$ cat config.mk
export PLATFORM = sky130hd
export DESIGN_NAME = cnv_spi_port
export DESIGN_NICKNAME = d
export VERILOG_FILES = /design/src/rtl/cnv_spi_pkg.sv /design/src/rtl/cnv_spi_sync.sv /design/src/rtl/cnv_spi_ctrl.sv /design/src/rtl/cnv_spi_dp.sv /design/src/rtl/cnv_spi_port.sv
export SDC_FILE = /design/constraint.sdc
export NUM_CORES = 1
export LEC_CHECK = 0
export BUFFER_PORTS_ARGS = -buffer_cell sky130_fd_sc_hd__buf_2
export CORE_UTILIZATION = 45
export DETAILED_ROUTE_END_ITERATION = 16
export HOLD_SLACK_MARGIN = 0.12
export PLACE_DENSITY_LB_ADDON = 0.08
export SYNTH_ARGS = -nofsm -noshare
export SYNTH_HDL_FRONTEND = slang
export SYNTH_SLANG_ARGS = --single-unit
export TNS_END_PERCENT = 20
$ cat constraint.sdc
create_clock -name clk -period 5.25 [get_ports clk]
set_input_delay 0.7875 -clock clk [delete_from_list [all_inputs] [get_ports clk]]
set_output_delay 0.7875 -clock clk [all_outputs]
set_load 0.1 [all_outputs]
$ cat src/rtl/cnv_spi_pkg.sv
package cnv_spi_pkg;

  localparam logic [7:0] OP_RD_DATA = 8'h01;
  localparam logic [7:0] OP_RD_CTRL = 8'h10;
  localparam logic [7:0] OP_WR_CTRL = 8'h50;
  localparam logic [7:0] OP_RESET   = 8'hFE;

  typedef enum logic [1:0] {
    PH_CMD = 2'd0,
    PH_TX  = 2'd1,
    PH_WR  = 2'd2
  } phase_e;

  // strobes from control to datapath, valid for one system clock
  typedef struct packed {
    logic frameClr;   // framing cleared: drop the output enable
    logic shiftIn;    // capture synchronised SDI into receive shifter
    logic loadDor;    // copy output register into transmit shifter
    logic loadCtrl;   // copy control register into transmit shifter
    logic txShift;    // falling edge in transmit phase: present next bit
    logic txStop;     // falling edge outside transmit phase
    logic writeCtrl;  // update writable control bits from receive byte
    logic readDone;   // last bit of a data read clocked in
    logic doReset;    // reset opcode decoded
  } ctrl_stb_t;

endpackage

$ cat src/rtl/cnv_spi_sync.sv
module cnv_spi_sync #(
  parameter int W = 1,
  parameter int STAGES = 2,
  parameter logic [W-1:0] RST_VAL = '0
) (
  input  logic         clk,
  input  logic         rstN,
  input  logic [W-1:0] d,
  output logic [W-1:0] q
);

  logic [W-1:0] stage [STAGES];

  always_ff @(posedge clk or negedge rstN) begin
    if (!rstN) stage[0] <= RST_VAL;
    else       stage[0] <= d;
  end

  for (genvar s = 1; s < STAGES; s++) begin : g_stage
    always_ff @(posedge clk or negedge rstN) begin
      if (!rstN) stage[s] <= RST_VAL;
      else       stage[s] <= stage[s-1];
    end
  end

  assign q = stage[STAGES-1];

endmodule

$ cat src/rtl/cnv_spi_ctrl.sv
module cnv_spi_ctrl
  import cnv_spi_pkg::*;
#(
  parameter int DW = 24,
  parameter int CW = 8,
  parameter int TMO_PERIODS = 3
) (
  input  logic          clk,
  input  logic          rstN,
  input  logic          csHigh,
  input  logic          sclkSync,
  input  logic          drdyN,
  input  logic [CW-1:0] rxNext,
  output ctrl_stb_t     stb
);

  localparam int LENW = $clog2(DW + 1);
  localparam int TW   = $clog2(TMO_PERIODS + 1);

  logic            sclkPrev;
  logic            drdyPrev;
  logic [TW-1:0]   tmoCnt;
  phase_e          phase;
  logic [LENW-1:0] bitCnt;
  logic [LENW-1:0] txLen;
  logic            txIsDor;

  logic            rise, fall, drdyFall, tmoHit, restart;
  phase_e          effPhase;
  logic [LENW-1:0] effCnt;
  logic            opDone, txDone;

  assign rise     = sclkSync & ~sclkPrev;
  assign fall     = ~sclkSync & sclkPrev;
  assign drdyFall = drdyPrev & ~drdyN;
  assign tmoHit   = (tmoCnt == TW'(TMO_PERIODS));
  assign restart  = tmoHit & (rise | fall);

  always_comb begin
    effPhase = restart ? PH_CMD : phase;
    effCnt   = restart ? '0 : bitCnt;
    opDone   = (effCnt == LENW'(CW - 1));
    txDone   = (effCnt == txLen - LENW'(1));
  end

  always_comb begin
    stb = '0;
    if (csHigh) begin
      stb.frameClr = 1'b1;
    end else begin
      stb.frameClr = restart;
      if (rise) begin
        case (effPhase)
          PH_CMD: begin
            stb.shiftIn = 1'b1;
            if (opDone) begin
              case (rxNext)
                OP_RD_DATA: stb.loadDor  = 1'b1;
                OP_RD_CTRL: stb.loadCtrl = 1'b1;
                OP_RESET:   stb.doReset  = 1'b1;
                default:    ;
              endcase
            end
          end
          PH_WR: begin
            stb.shiftIn   = 1'b1;
            stb.writeCtrl = opDone;
          end
          PH_TX:   stb.readDone = txDone & txIsDor;
          default: ;
        endcase
      end
      if (fall) begin
        if (effPhase == PH_TX) stb.txShift = 1'b1;
        else                   stb.txStop  = 1'b1;
      end
    end
  end

  always_ff @(posedge clk or negedge rstN) begin
    if (!rstN) begin
      sclkPrev <= 1'b0;
      drdyPrev <= 1'b1;
      tmoCnt   <= '0;
      phase    <= PH_CMD;
      bitCnt   <= '0;
      txLen    <= LENW'(CW);
      txIsDor  <= 1'b0;
    end else begin
      sclkPrev <= sclkSync;
      drdyPrev <= drdyN;

      if (csHigh || rise || fall)  tmoCnt <= '0;
      else if (drdyFall && !tmoHit) tmoCnt <= tmoCnt + 1'b1;

      if (csHigh) begin
        phase  <= PH_CMD;
        bitCnt <= '0;
      end else if (rise) begin
        case (effPhase)
          PH_CMD: begin
            if (opDone) begin
              bitCnt <= '0;
              case (rxNext)
                OP_RD_DATA: begin
                  phase   <= PH_TX;
                  txLen   <= LENW'(DW);
                  txIsDor <= 1'b1;
                end
                OP_RD_CTRL: begin
                  phase   <= PH_TX;
                  txLen   <= LENW'(CW);
                  txIsDor <= 1'b0;
                end
                OP_WR_CTRL: phase <= PH_WR;
                default:    phase <= PH_CMD;
              endcase
            end else begin
              phase  <= PH_CMD;
              bitCnt <= effCnt + 1'b1;
            end
          end
          PH_WR: begin
            if (opDone) begin
              phase  <= PH_CMD;
              bitCnt <= '0;
            end else begin
              bitCnt <= effCnt + 1'b1;
            end
          end
          PH_TX: begin
            if (txDone) begin
              phase  <= PH_CMD;
              bitCnt <= '0;
            end else begin
              bitCnt <= effCnt + 1'b1;
            end
          end
          default: begin
            phase  <= PH_CMD;
            bitCnt <= '0;
          end
        endcase
      end else if (fall && restart) begin
        phase  <= PH_CMD;
        bitCnt <= '0;
      end
    end
  end

endmodule

$ cat src/rtl/cnv_spi_dp.sv
module cnv_spi_dp
  import cnv_spi_pkg::*;
#(
  parameter int DW = 24,
  parameter int CW = 8
) (
  input  logic          clk,
  input  logic          rstN,
  input  ctrl_stb_t     stb,
  input  logic          sdiSync,
  input  logic          sampleValid,
  input  logic [DW-1:0] sampleData,
  input  logic          preUpdate,
  output logic [CW-1:0] rxNext,
  output logic [CW-1:0] ctrlReg,
  output logic          drdyN,
  output logic          sdoData,
  output logic          sdoEn
);

  logic [DW-1:0] dorQ;
  logic [DW-1:0] txQ;
  logic [CW-1:0] rxQ;
  logic [CW-2:0] ctrlLow;
  logic          drdyQ;
  logic          sdoQ;
  logic          oeQ;

  assign rxNext  = {rxQ[CW-2:0], sdiSync};
  assign ctrlReg = {drdyQ, ctrlLow};
  assign drdyN   = drdyQ;
  assign sdoData = sdoQ;
  assign sdoEn   = oeQ;

  // receive shifter
  always_ff @(posedge clk or negedge rstN) begin
    if (!rstN)            rxQ <= '0;
    else if (stb.shiftIn) rxQ <= rxNext;
  end

  // output register and ready flag
  always_ff @(posedge clk or negedge rstN) begin
    if (!rstN) begin
      dorQ  <= '0;
      drdyQ <= 1'b1;
    end else if (stb.doReset) begin
      dorQ  <= '0;
      drdyQ <= 1'b1;
    end else if (sampleValid) begin
      dorQ  <= sampleData;
      drdyQ <= 1'b0;
    end else if (preUpdate || stb.readDone) begin
      drdyQ <= 1'b1;
    end
  end

  // writable control bits
  always_ff @(posedge clk or negedge rstN) begin
    if (!rstN)              ctrlLow <= '0;
    else if (stb.doReset)   ctrlLow <= '0;
    else if (stb.writeCtrl) ctrlLow <= rxNext[CW-2:0];
  end

  // transmit shifter and pad drive
  always_ff @(posedge clk or negedge rstN) begin
    if (!rstN) begin
      txQ  <= '0;
      sdoQ <= 1'b0;
      oeQ  <= 1'b0;
    end else begin
      if (stb.loadDor)       txQ <= dorQ;
      else if (stb.loadCtrl) txQ <= {ctrlReg, {(DW-CW){1'b0}}};
      else if (stb.txShift)  txQ <= {txQ[DW-2:0], 1'b0};

      if (stb.frameClr) begin
        oeQ <= 1'b0;
      end else if (stb.txShift) begin
        oeQ  <= 1'b1;
        sdoQ <= txQ[DW-1];
      end else if (stb.txStop) begin
        oeQ <= 1'b0;
      end
    end
  end

endmodule

$ cat src/rtl/cnv_spi_port.sv
module cnv_spi_port
  import cnv_spi_pkg::*;
#(
  parameter int DW = 24,
  parameter int CW = 8,
  parameter int TMO_PERIODS = 3,
  parameter int SYNC_STAGES = 2
) (
  input  logic          clk,
  input  logic          rstN,
  input  logic          csN,
  input  logic          sclk,
  input  logic          sdi,
  output logic          sdoData,
  output logic          sdoEn,
  input  logic          sampleValid,
  input  logic [DW-1:0] sampleData,
  input  logic          preUpdate,
  output logic          drdyN
);

  logic [2:0]    syncOut;
  logic          csHigh, sclkSync, sdiSync;
  ctrl_stb_t     stb;
  logic [CW-1:0] rxNext;
  logic [CW-1:0] ctrlReg;

  cnv_spi_sync #(.W(3), .STAGES(SYNC_STAGES), .RST_VAL(3'b100)) u_sync (
    .clk  (clk),
    .rstN (rstN),
    .d    ({csN, sclk, sdi}),
    .q    (syncOut)
  );

  assign {csHigh, sclkSync, sdiSync} = syncOut;

  cnv_spi_ctrl #(.DW(DW), .CW(CW), .TMO_PERIODS(TMO_PERIODS)) u_ctrl (
    .clk      (clk),
    .rstN     (rstN),
    .csHigh   (csHigh),
    .sclkSync (sclkSync),
    .drdyN    (drdyN),
    .rxNext   (rxNext),
    .stb      (stb)
  );

  cnv_spi_dp #(.DW(DW), .CW(CW)) u_dp (
    .clk         (clk),
    .rstN        (rstN),
    .stb         (stb),
    .sdiSync     (sdiSync),
    .sampleValid (sampleValid),
    .sampleData  (sampleData),
    .preUpdate   (preUpdate),
    .rxNext      (rxNext),
    .ctrlReg     (ctrlReg),
    .drdyN       (drdyN),
    .sdoData     (sdoData),
    .sdoEn       (sdoEn)
  );

endmodule

# Word-level counts from Yosys, hierarchy flattened

Index checks and enable logic that the tools add are counted.

Register bits after elaboration: 88
Bits of input ports: 31
Output and inout port bits: 3
Word-level logic and storage cells: 111

$add $sub $neg: 3
Equal/unequal tests: 11
Mux-type cells: 50
Bitwise logic cells: 11
Reduce and logical (&&, ||, !) cells: 20

Operator list:

| kind                | number |
|---|---|
| $mux 24             | 5 |
| $mux 5              | 6 |
| $mux 2              | 12 |
| $pmux 5 s2          | 2 |
| $mux 1              | 17 |
| $mux 7              | 2 |
| $reduce_bool 3->1   | 4 |
| $eq 8x1->1 const B  | 1 |
| $eq 8x5->1 const B  | 1 |
| $eq 8x7->1 const B  | 1 |
| $eq 8x8->1 const B  | 1 |
| $mux 8              | 1 |
| $ne 4x4->1 const B  | 2 |
| $reduce_bool 2->1   | 4 |
| $mux 3              | 2 |
| $pmux 2 s3          | 1 |
| $add 5x1->5 const B | 1 |
| $and 1x1->1         | 5 |
| $eq 5x3->1 const B  | 1 |
| $eq 5x5->1          | 1 |
| $not 1->1           | 5 |
| $reduce_and 5->1    | 1 |
| $sub 5x1->5 const B | 1 |
| $eq 2x2->1 const B  | 2 |
| 12 further kinds    | 16 |

# Longest topological paths before layout

Gate-level depths: netlist of run 1.

Depth after elaboration: 14
Mapped depth: 13
Depth with buffers taken out: 10

# Hierarchy

From an unflattened synthesis of run 1, not the netlist that was laid out.

Cell total of the unflattened synthesis: 343
Area total of the unflattened synthesis: 3,918.8 um^2

Modules (own cells, without submodules):

| module       | times used | cells an instance | area each (um^2) | sequential area each (um^2) |
|---|---|---|---|---|
| cnv_spi_dp   | 1          | 241               | 2,872.8          | 1,627.8 |
| cnv_spi_ctrl | 1          | 93                | 870.8            | 301.5 |
| cnv_spi_sync | 1          | 9                 | 175.2            | 152.6 |

# Worst setup path before layout of run 1

OpenSTA, ideal clock, no wires.

Path type: register to register
From: register u_sync.stage (netlist bit u_sync.q[1])
To: register u_dp.txQ[15]
Library setup time: 0.126 ns
Arrival time: 2.730 ns
Data required time: 5.124 ns
Slack: 2.394 ns
Stages on the path, launching flop included: 11
Buffers on the path: 2
Period minus slack after synthesis: 2.856 ns
Cell sequence: dfrtp_1 ha_1 nand2b_1 clkbuf_1 and2_1 ha_1 nand3b_1 or4_4 o31a_4 buf_6 a221o_1

Longest elaborated chain between the ends: 12
Elaborated cells between the ends (all ways): 19
Classes of those cells: 2 x eq/ne; 10 x mux; 5 x bitwise; 2 x reduce/logical

RTL lines:

| element                         | line               | RTL |
|---|---|---|
| start, declared                 | cnv_spi_sync.sv:12 | `logic [W-1:0] stage [STAGES];` |
| start signal, assigned by index | cnv_spi_sync.sv:22 | `else stage[s] <= stage[s-1];` |
| $not 1->1                       | cnv_spi_ctrl.sv:34 | `assign fall = ~sclkSync & sclkPrev;` |
| $and 1x1->1                     | cnv_spi_ctrl.sv:34 |  |
| $or 1x1->1                      | cnv_spi_ctrl.sv:37 | `assign restart = tmoHit & (rise \| fall);` |
| $and 1x1->1                     | cnv_spi_ctrl.sv:37 |  |
| $mux 5                          | cnv_spi_ctrl.sv:41 | `effCnt = restart ? '0 : bitCnt;` |
| $eq 5x3->1                      | cnv_spi_ctrl.sv:42 | `opDone = (effCnt == LENW'(CW - 1));` |
| $mux 2                          | cnv_spi_ctrl.sv:56 | `if (opDone) begin` |
| $mux 2                          | cnv_spi_ctrl.sv:53 | `case (effPhase)` |
| $mux 3                          | cnv_spi_ctrl.sv:52 | `if (rise) begin` |
| $mux 8 *                        | cnv_spi_ctrl.sv:48 | `if (csHigh) begin` |
| $mux 24                         | cnv_spi_dp.sv:72   | `else if (stb.loadCtrl) txQ <= {ctrlReg, {(DW-CW){1'b0}}};` |
| $mux 24                         | cnv_spi_dp.sv:71   | `if (stb.loadDor) txQ <= dorQ;` |
| end signal, assigned            | cnv_spi_dp.sv:71   |  |
| end signal, assigned            | cnv_spi_dp.sv:72   |  |
| end signal, assigned            | cnv_spi_dp.sv:73   | `else if (stb.txShift) txQ <= {txQ[DW-2:0], 1'b0};` |
| end, declared                   | cnv_spi_dp.sv:22   | `logic [DW-1:0] txQ;` |

Every way passes the cells marked *; elsewhere a longest branch is shown, timed or not.
A chain may end at the register's enable or synchronous reset.

# Worst setup path in the final report of run 1

From: register u_sync.stage (netlist bit u_sync.q[1])
To: register u_dp.txQ[6]

Same word-level chain as after synthesis.

==> results_dict.tcl, run 1 <==
set metrics [dict create \
    status "finished clean" \
    layout.nets 390 \
    arrival_ns 3.59 \
    synthDistinctLibCells 51 \
    drive_gt1_frac 0.178 \
    p_leak_nw 1.92 \
    die_h_um 93.3 \
    drc 0 \
    cts_max_level 3 \
    rows 32 \
    cts_max_path_buffers 2 \
    yosys.area_share.simple 0.153 \
    dp_cells 446 \
    yosysMostFrequentCell "dfrtp_1" \
    grt_pass1_wl_um 12700 \
    drtAntennaViolNets 0 \
    rsz0062_at_grt "no" \
    grt_usage 0.190 \
    grt_pass1_vias 2561 \
    place_congestion 0.792 \
    cts_setup_buffers 0 \
    p_comb_frac 0.089 \
    slowest_stage "nor3_2" \
    fmax_mhz 302 \
    drt_iter0_markers 134 \
    slew-limit-headroom 0.222 \
    io-pin-count 34 \
    cts_resized 0 \
    synth_area_mm2 0.00375 \
    hold_class "reg2reg" \
    dp_slack_ns 1.98 \
    crit_path_end_kind "flop" \
    finalHoldViolCount 0 \
    synthArstFlopShare 1.00 \
    start_util 0.475 \
    die-area_mm2 0.00870 \
    p_sw_mw 0.345 \
    yosys.area_share.xor_xnor 0.0117 \
    synth_top_cell_by_area "dfrtp_1" \
    synth_commonest_cells "dfrtp_1, nor2_1, mux2i_1" \
    die_w_um 93.3 \
    viasPerCell 5.56 \
    setup_ws_ns 1.94 \
    layout_min_cycle_time_ns 3.31 \
    fin_skew_ns 0.0124 \
    timing.critical_path.mode_cell "ha_1" \
    cts.sinks 83 \
    core-area_mm2 0.00789 \
    overflow 0 \
    netlist_instances 330 \
    netlist.area_leader.share 0.527 \
    internal_power_mw 0.958 \
    p_total_mw 1.30 \
    clock_power_share 0.355 \
    worst_slew_pin_slew_ns 1.15 \
    syn-num-nets 365 \
    swShare 0.265 \
    final_cells 462 \
    first_pass_iters 4 \
    vias 2570 \
    worstPathMaxFanout 15 \
    crit_path_start "u_sync.q[1]" \
    drv_slew 0 \
    seqPwrFrac 0.556 \
    grt_max_degree 84 \
    cp.required_ns 5.53 \
    irDropWorstVdd_v 0.000139 \
    worstSetupPathType "reg2reg" \
    synth_compound_area_frac 0.146 \
    setup_violations 0 \
    avgSynthCellArea_um2 11.4 \
    cap_violations 0 \
    holdCritStartpoint "u_sync.stage[4]" \
    ys_ff_latch 83 \
    ys_seq_area_frac 0.555 \
    setup_tns_ns 0 \
    cts_buffers 9 \
    yosys.area_share.adder 0.0134 \
    critPathMaxStageDelay_ns 0.78 \
    reg2reg_from "u_sync.q[1]" \
    cp-start-kind "flop" \
    clock-root-buffer "clkbuf_8" \
    fin_crit_sh 0.630 \
    diodes 0 \
    syn2layout_area_growth_pct 11.1 \
    synthMuxAreaShare 0.0844 \
    antenna_found_initial 0 \
    ys.flop_type "dfrtp_1" \
    cp_cell_sequence "ha_1, nand2b_1, nand2_1, inv_1, ha_1, nand3b_1, or4_4, nor3_2, a221o_1" \
    synth_edf_count 0 \
    cts_tree "done" \
    drt_wl_total_um 7240 \
    ys_warn_count 0 \
    clk_pin_slew_ns 0.08 \
    p_per_area_mw_per_mm2 313 \
    wl_per_cell_um 15.7 \
    holdWs_ns 0.354 \
    hpwl_um 4760 \
    io_buffers 33 \
    yosys-top-cells-area "dfrtp_1, mux2i_1, a221o_1" \
    synth_top_family_by_area "simple AND/OR/NAND/NOR gates" \
    cts_hold_buf 0 \
    clock_latency_ns 0.35 \
]
[per-layer routing]
metal | wire length (µm) | share of wire | GRT usage
met1 | 3540 | 0.49 | 0.268
met2 | 3380 | 0.47 | 0.292
met3 | 223 | 0.031 | 0.0341
met4 | 92 | 0.013 | 0.0731
met5 | 0 | 0 | 0
[worst paths after layout]
path / to / slack (ns) / cells past startpoint
max: u_dp.txQ[6] / 1.94 / 9
min: u_sync.q[1] / 0.35 / 0
max reg2reg: u_dp.txQ[6] / 1.94 / 9
min reg2reg: u_sync.q[1] / 0.35 / 0
max in group asynchronous: u_dp.ctrlLow[0] / 3.99 / 1
min in group asynchronous: u_ctrl.phase[1] / 0.62 / 1
[critical path, delay by kind of cell, from the launching register on]
| family | cells | cell delay [ns] |
|---|---|---|
| and+or+nand+nor | 5 | 1.98 |
| DFF | 1 | 0.40 |
| adders and majority gates | 2 | 0.49 |
| AOI/OAI and AO/OA | 1 | 0.29 |
| buffers and inverters | 1 | 0.07 |
[through the flow]
stage / utilization / area (µm²)
CTS: 0.528 / 4160
detailed placement: 0.503 / 3960
global placement: 0.503 / 3960
floorplan: - / 3750
finish: 0.528 / 4160
global route: 0.528 / 4160
[cells in the final DEF, fill, tap and decap left out, types with 4 or more instances in the layout]
| cell type | n |
|---|---|
| dfrtp_1 | 79 |
| buf_2 | 32 |
| nor2_1 | 31 |
| mux2i_1 | 26 |
| a221o_1 | 21 |
| and2_1 | 15 |
| nand2_1 | 13 |
| o21ai_0 | 12 |
| nand3_1 | 11 |
| nor3_1 | 11 |
| a21oi_1 | 9 |
| clkbuf_8 | 9 |
| inv_1 | 7 |
| a22oi_1 | 7 |
| nand2b_1 | 6 |
| nor2b_1 | 5 |
| mux2_2 | 5 |
| nor4_1 | 4 |
| a22o_1 | 4 |
| ha_1 | 4 |
| buf_4 | 4 |
| dfstp_2 | 4 |
[registers in the layout (all words and copies together), names as in the netlist]
register / cells
u_dp.dorQ: 24
u_dp.txQ: 24
u_dp.ctrlLow: 7
u_dp.rxQ: 7
u_ctrl.bitCnt: 5
u_sync.q: 3
u_sync.stage: 3
u_ctrl.phase: 2
u_ctrl.tmoCnt: 2
u_ctrl.drdyPrev: 1
u_ctrl.sclkPrev: 1
u_ctrl.txLen: 1
u_dp.drdyN: 1
u_dp.sdoData: 1
u_dp.sdoEn: 1
[cell type report]
cell class / instances / area, µm²
clock inverters: 6 / 72.6
multi-input cells: 218 / 1540
repair buffers: 36 / 190
inverters: 7 / 26.3
well taps: 102 / 128
clock buffers: 10 / 128
fillers: 695 / 3720
flip-flops and latches: 83 / 2080
[cell families after synthesis]
kind of cell | Yosys count
buffers and inverters | 29
AO/OA/AOI/OAI | 69
XOR/XNOR | 5
adder cells (fa/ha/maj) | 4
multiplexers | 31
AND/OR/NAND/NOR | 109
flip-flops | 83
[power by group through the flow]
| stage | registers [mW] | logic (mW) | clock network (mW) |
|---|---|---|---|
| after global placement | 0.737 | 0.116 | 0 |
| after detailed placement | 0.737 | 0.118 | 0 |
| after global routing | 0.731 | 0.134 | 0.499 |
| final | 0.724 | 0.116 | 0.463 |
| after floorplan | 0.726 | 0.0766 | 0 |
| after CTS | 0.724 | 0.119 | 0.478 |
(Power assumes the default switching activity.)
==> run 2, diff against run 1 <==
- clock period: 5.25 -> 3.3 ns (I/O delays scaled with it)
==> run 2 against run 1 <==
  * Register-to-register slack got worse by 1.7 ns
  * Clock power increased by 76%
  * Highest routed layer unchanged
  * Combinational power increased by 62%
  * Fmax up 9.2%
==> results_dict.tcl, run 2 (synthesis gave the netlist of run 1 again) <==
set metrics [dict create \
    status "finished clean" \
    finalHoldViolCount 0 \
    hpwl_um 4830 \
    die-area_mm2 0.00870 \
    seqPwrFrac 0.535 \
    viasPerCell 5.53 \
    die_w_um 93.3 \
    cts_setup_buffers 0 \
    holdWs_ns 0.234 \
    internal_power_mw 1.62 \
    cts_max_level 3 \
    fin_crit_sh 0.918 \
    rsz0062_at_grt "no" \
    crit_path_start "u_sync.q[1]" \
    final_area_mm2 0.00423 \
    final_common_cell "dfrtp_1" \
    slew-limit-headroom 0.307 \
    cts_buffers 9 \
    cts.sinks 83 \
    vias 2579 \
    multiInputGateArea_mm2 0.00154 \
    io_buffers 33 \
    worst_slew_pin_slew_ns 1.04 \
    worstPathMaxFanout 23 \
    clock_latency_ns 0.35 \
    core-area_mm2 0.00789 \
    grt_pass1_vias 2585 \
    wl_per_cell_um 16.1 \
    setup_ws_ns 0.271 \
    seq_area_mm2 0.00208 \
    grt_pass1_wl_um 13100 \
    drt_iter0_markers 211 \
    overflow 0 \
    p_sw_mw 0.537 \
    setup_violations 0 \
    cts_max_path_buffers 2 \
    layout_min_cycle_time_ns 3.03 \
    cts_hold_buf 0 \
    p_leak_nw 1.96 \
    layout_common_cells "dfrtp_1, buf_2, nor2_1" \
    antenna_found_initial 0 \
    largest_registers "u_dp.dorQ (24), u_dp.txQ (24)" \
    drc 0 \
    place_area_mm2 0.00401 \
    irDropWorstVdd_v 0.000378 \
    drv_slew 0 \
    diodes 0 \
    start_util 0.475 \
    holdCritStartpoint "csN" \
    drive_gt1_frac 0.190 \
    dp_slack_ns 0.287 \
    fill_cells 719 \
    p_per_area_mw_per_mm2 509 \
    drtAntennaViolNets 0 \
    swShare 0.249 \
    first_pass_iters 4 \
    die_h_um 93.3 \
    cp-start-kind "flop" \
    cts_tree "done" \
    reg2reg_from "u_sync.q[1]" \
    io-pin-count 34 \
    layout.nets 394 \
    clock-root-buffer "clkbuf_8" \
    grt_usage 0.198 \
    fin_skew_ns 0.00715 \
    clock_power_share 0.378 \
    cap_violations 0 \
    fmax_mhz 330 \
    grt_max_degree 84 \
    p_comb_frac 0.087 \
    setup_tns_ns 0 \
    place_congestion 0.817 \
    syn2layout_area_growth_pct 12.9 \
    drt_wl_total_um 7490 \
    cts_resized 0 \
    worstSetupPathType "reg2reg" \
    rows 32 \
    hold_class "in2reg" \
    clk_pin_slew_ns 0.08 \
    arrival_ns 3.27 \
    cp.required_ns 3.54 \
    crit_path_end_kind "flop" \
]
[run 2: cell count changes in the layout (fill, tap and decap cells not counted)]
| cell | previous run | this run |
|---|---|---|
| buf_12 | 0 | 1 |
| clkinvlp_4 | 3 | 2 |
| clkbuf_1 | 1 | 0 |
| inv_8 | 1 | 0 |
| clkbuf_8 | 9 | 10 |
| clkinv_2 | 0 | 1 |
| inv_6 | 1 | 0 |
| buf_4 | 4 | 7 |
| clkinv_4 | 0 | 1 |
| bufinv_16 | 1 | 2 |
[run 2: final timing paths]
check,endpoint,slack (ns),cells past startpoint
min in group asynchronous,u_sync.q[1],0.30,1
hold / removal,u_sync.stage[5],0.23,1
setup / recovery,u_dp.txQ[8],0.27,9
hold reg to reg,u_sync.q[0],0.36,0
setup reg to reg,u_dp.txQ[8],0.27,9
max in group asynchronous,u_dp.txQ[22],2.31,1
[run 2: metrics by stage]
step | std cells | total power [mW] | util
6_report | 466 | 2.15 | 0.537
5_1_grt | 466 | 2.25 | 0.537
4_1_cts | 466 | 2.18 | 0.537
3_5_place_dp | 450 | 1.36 | 0.508
3_3_place_gp | 450 | 1.36 | 0.508
2_1_floorplan | 330 | 1.28 | -
[run 2: layout make-up]
cell class / count / area share
well taps: 102 / 0.0302
clock inverters: 6 / 0.0210
flip-flops and latches: 83 / 0.492
multi-input cells: 218 / 0.363
clock buffers: 10 / 0.0325
inverters: 7 / 0.00621
repair buffers: 40 / 0.0550
[run 2: power by group through the flow]
stage | sequential (mW) | clock (mW) | combinational [mW]
floorplan | 1.16 | 0 | 0.122
global placement | 1.17 | 0 | 0.187
detailed placement | 1.17 | 0 | 0.192
CTS | 1.15 | 0.838 | 0.193
global route | 1.16 | 0.875 | 0.215
finish | 1.15 | 0.813 | 0.188
[run 2: worst max-delay path, cell delays in order, from the launching register on]
cell and delay (ns):
dfrtp_1 0.40, ha_1 0.29, nand2b_1 0.31, nand2_1 0.12, inv_1 0.07, ha_1 0.19, nand3b_1 0.16, or4_4 0.55
o31a_4 0.43, a221o_1 0.38
[run 2: per-layer routing]
layer | global-route usage | share of wire
met2 | 0.306 | 0.46
met1 | 0.274 | 0.49
met5 | 0 | 0
met4 | 0.0615 | 0.014
met3 | 0.0520 | 0.034
==> run 3, diff against run 2 <==
- CORE_MARGIN: unset -> 2
==> run 3 against run 2 <==
  * Via count rose by 1.7%
  * Die area rose by 4.3%
  * Setup slack improved by 0.13 ns
  * Non-clock buffer count rose by 1
  * Fmax rose by 4.3%
  * Sequential power barely moved
  * First-iteration DRC count fell by 50%
  * Routed wire length rose by 2.9%
  * Largest cell class unchanged
==> results_dict.tcl, run 3 (synthesis gave the netlist of run 1 again) <==
set metrics [dict create \
    status "finished clean" \
    clock_latency_ns 0.35 \
    hold_class "in2reg" \
    layout.nets 395 \
    final_common_cell "dfrtp_1" \
    cts.sinks 83 \
    cp_top_family "simple AND/OR/NAND/NOR gates" \
    rows 33 \
    place_area_mm2 0.00402 \
    fmax_mhz 344 \
    cp.required_ns 3.54 \
    cts_hold_buf 0 \
    grt_usage 0.186 \
    grt_pass1_vias 2544 \
    p_leak_nw 1.96 \
    crit_buf_inv 0 \
    die_h_um 95.3 \
    p_total_mw 2.10 \
    cp_cell_sequence "ha_1, nand2b_1, and2_1, ha_1, nand3b_1, or4_4, o31a_4, a221o_1" \
    start_util 0.461 \
    fin_util 0.520 \
    core-area_mm2 0.00813 \
    setup_ws_ns 0.397 \
    worstSetupPathType "reg2reg" \
    crit_path_end_kind "flop" \
    hpwl_um 5000 \
    cts_buffers 9 \
    die_w_um 95.3 \
    drtAntennaViolNets 0 \
    critPathMaxStageDelay_ns 0.57 \
    dp_cells 454 \
    holdWs_ns 0.242 \
    clock-root-buffer "clkbuf_8" \
    cts_resized 0 \
    layout_min_cycle_time_ns 2.90 \
    viasPerCell 5.58 \
    worstPathMaxFanout 23 \
    slew-limit-headroom 0.319 \
    clk_pin_slew_ns 0.09 \
    cts_max_level 3 \
    drt_iter0_markers 106 \
    diodes 0 \
    first_pass_iters 4 \
    antenna_found_initial 0 \
    wl_per_cell_um 16.4 \
    layout_common_cells "dfrtp_1, buf_2, nor2_1" \
    finalHoldViolCount 0 \
    largest_registers "u_dp.dorQ (24), u_dp.txQ (24)" \
    io_buffers 33 \
    vias 2622 \
    drt_wl_total_um 7700 \
    cts_max_path_buffers 2 \
    cp-start-kind "flop" \
    irDropWorstVdd_v 0.000212 \
    place_congestion 0.818 \
    drive_gt1_frac 0.192 \
    cts_tree "done" \
    io-pin-count 34 \
    cap_violations 0 \
    fin_skew_ns 0.0114 \
    setup_violations 0 \
    fin_crit_sh 0.880 \
    p_per_area_mw_per_mm2 497 \
    setup_tns_ns 0 \
    grt_pass1_wl_um 12900 \
    overflow 0 \
    arrival_ns 3.14 \
    syn2layout_area_growth_pct 12.8 \
    rsz0062_at_grt "no" \
    drc 0 \
    timing.critical_path.mode_cell "ha_1" \
    cts_setup_buffers 0 \
    grt_max_degree 84 \
    die-area_mm2 0.00908 \
    final_area_mm2 0.00423 \
    worst_slew_pin_slew_ns 1.02 \
    drv_slew 0 \
    slowest_stage "or4_4" \
    final_cells 470 \
    dp_slack_ns 0.410 \
]
run 3: cell type report:
type	instances	area, µm²
Clock buffer	10	138
Tap cell	105	131
Clock inverter	6	71.3
Sequential cell	83	2080
Fill cell	754	3910
Timing Repair Buffer	41	240
Inverter	7	26.3
Multi-Input combinational cell	218	1540
run 3: worst paths after layout:
check | start | to | slack (ns) | depth (start not counted)
setup reg to reg | u_sync.q[1] | u_dp.txQ[5] | 0.40 | 8
hold reg to reg | u_sync.stage[3] | u_sync.q[0] | 0.35 | 0
min in group asynchronous | rstN | u_sync.stage[4] | 0.32 | 1
max in group asynchronous | rstN | u_dp.dorQ[22] | 2.34 | 1
setup / recovery | u_sync.q[1] | u_dp.txQ[5] | 0.40 | 8
hold / removal | csN | u_sync.stage[5] | 0.24 | 1
run 3: layer usage:
layer,vias to the layer above,part of all wire,track usage
li1,1265,-,-
met1,1303,0.49,0.273
met2,45,0.46,0.270
met3,9,0.033,0.0364
met4,0,0.013,0.0737
met5,-,0,0
run 3: report_power, final:
group / internal [mW] / total [mW] / switching, mW / leakage (nW)
combinational: 0.0817 / 0.190 / 0.108 / 0.797
sequential: 1.09 / 1.15 / 0.0648 / 1.06
clock: 0.377 / 0.759 / 0.382 / 0.0995
total: 1.55 / 2.10 / 0.555 / 1.96
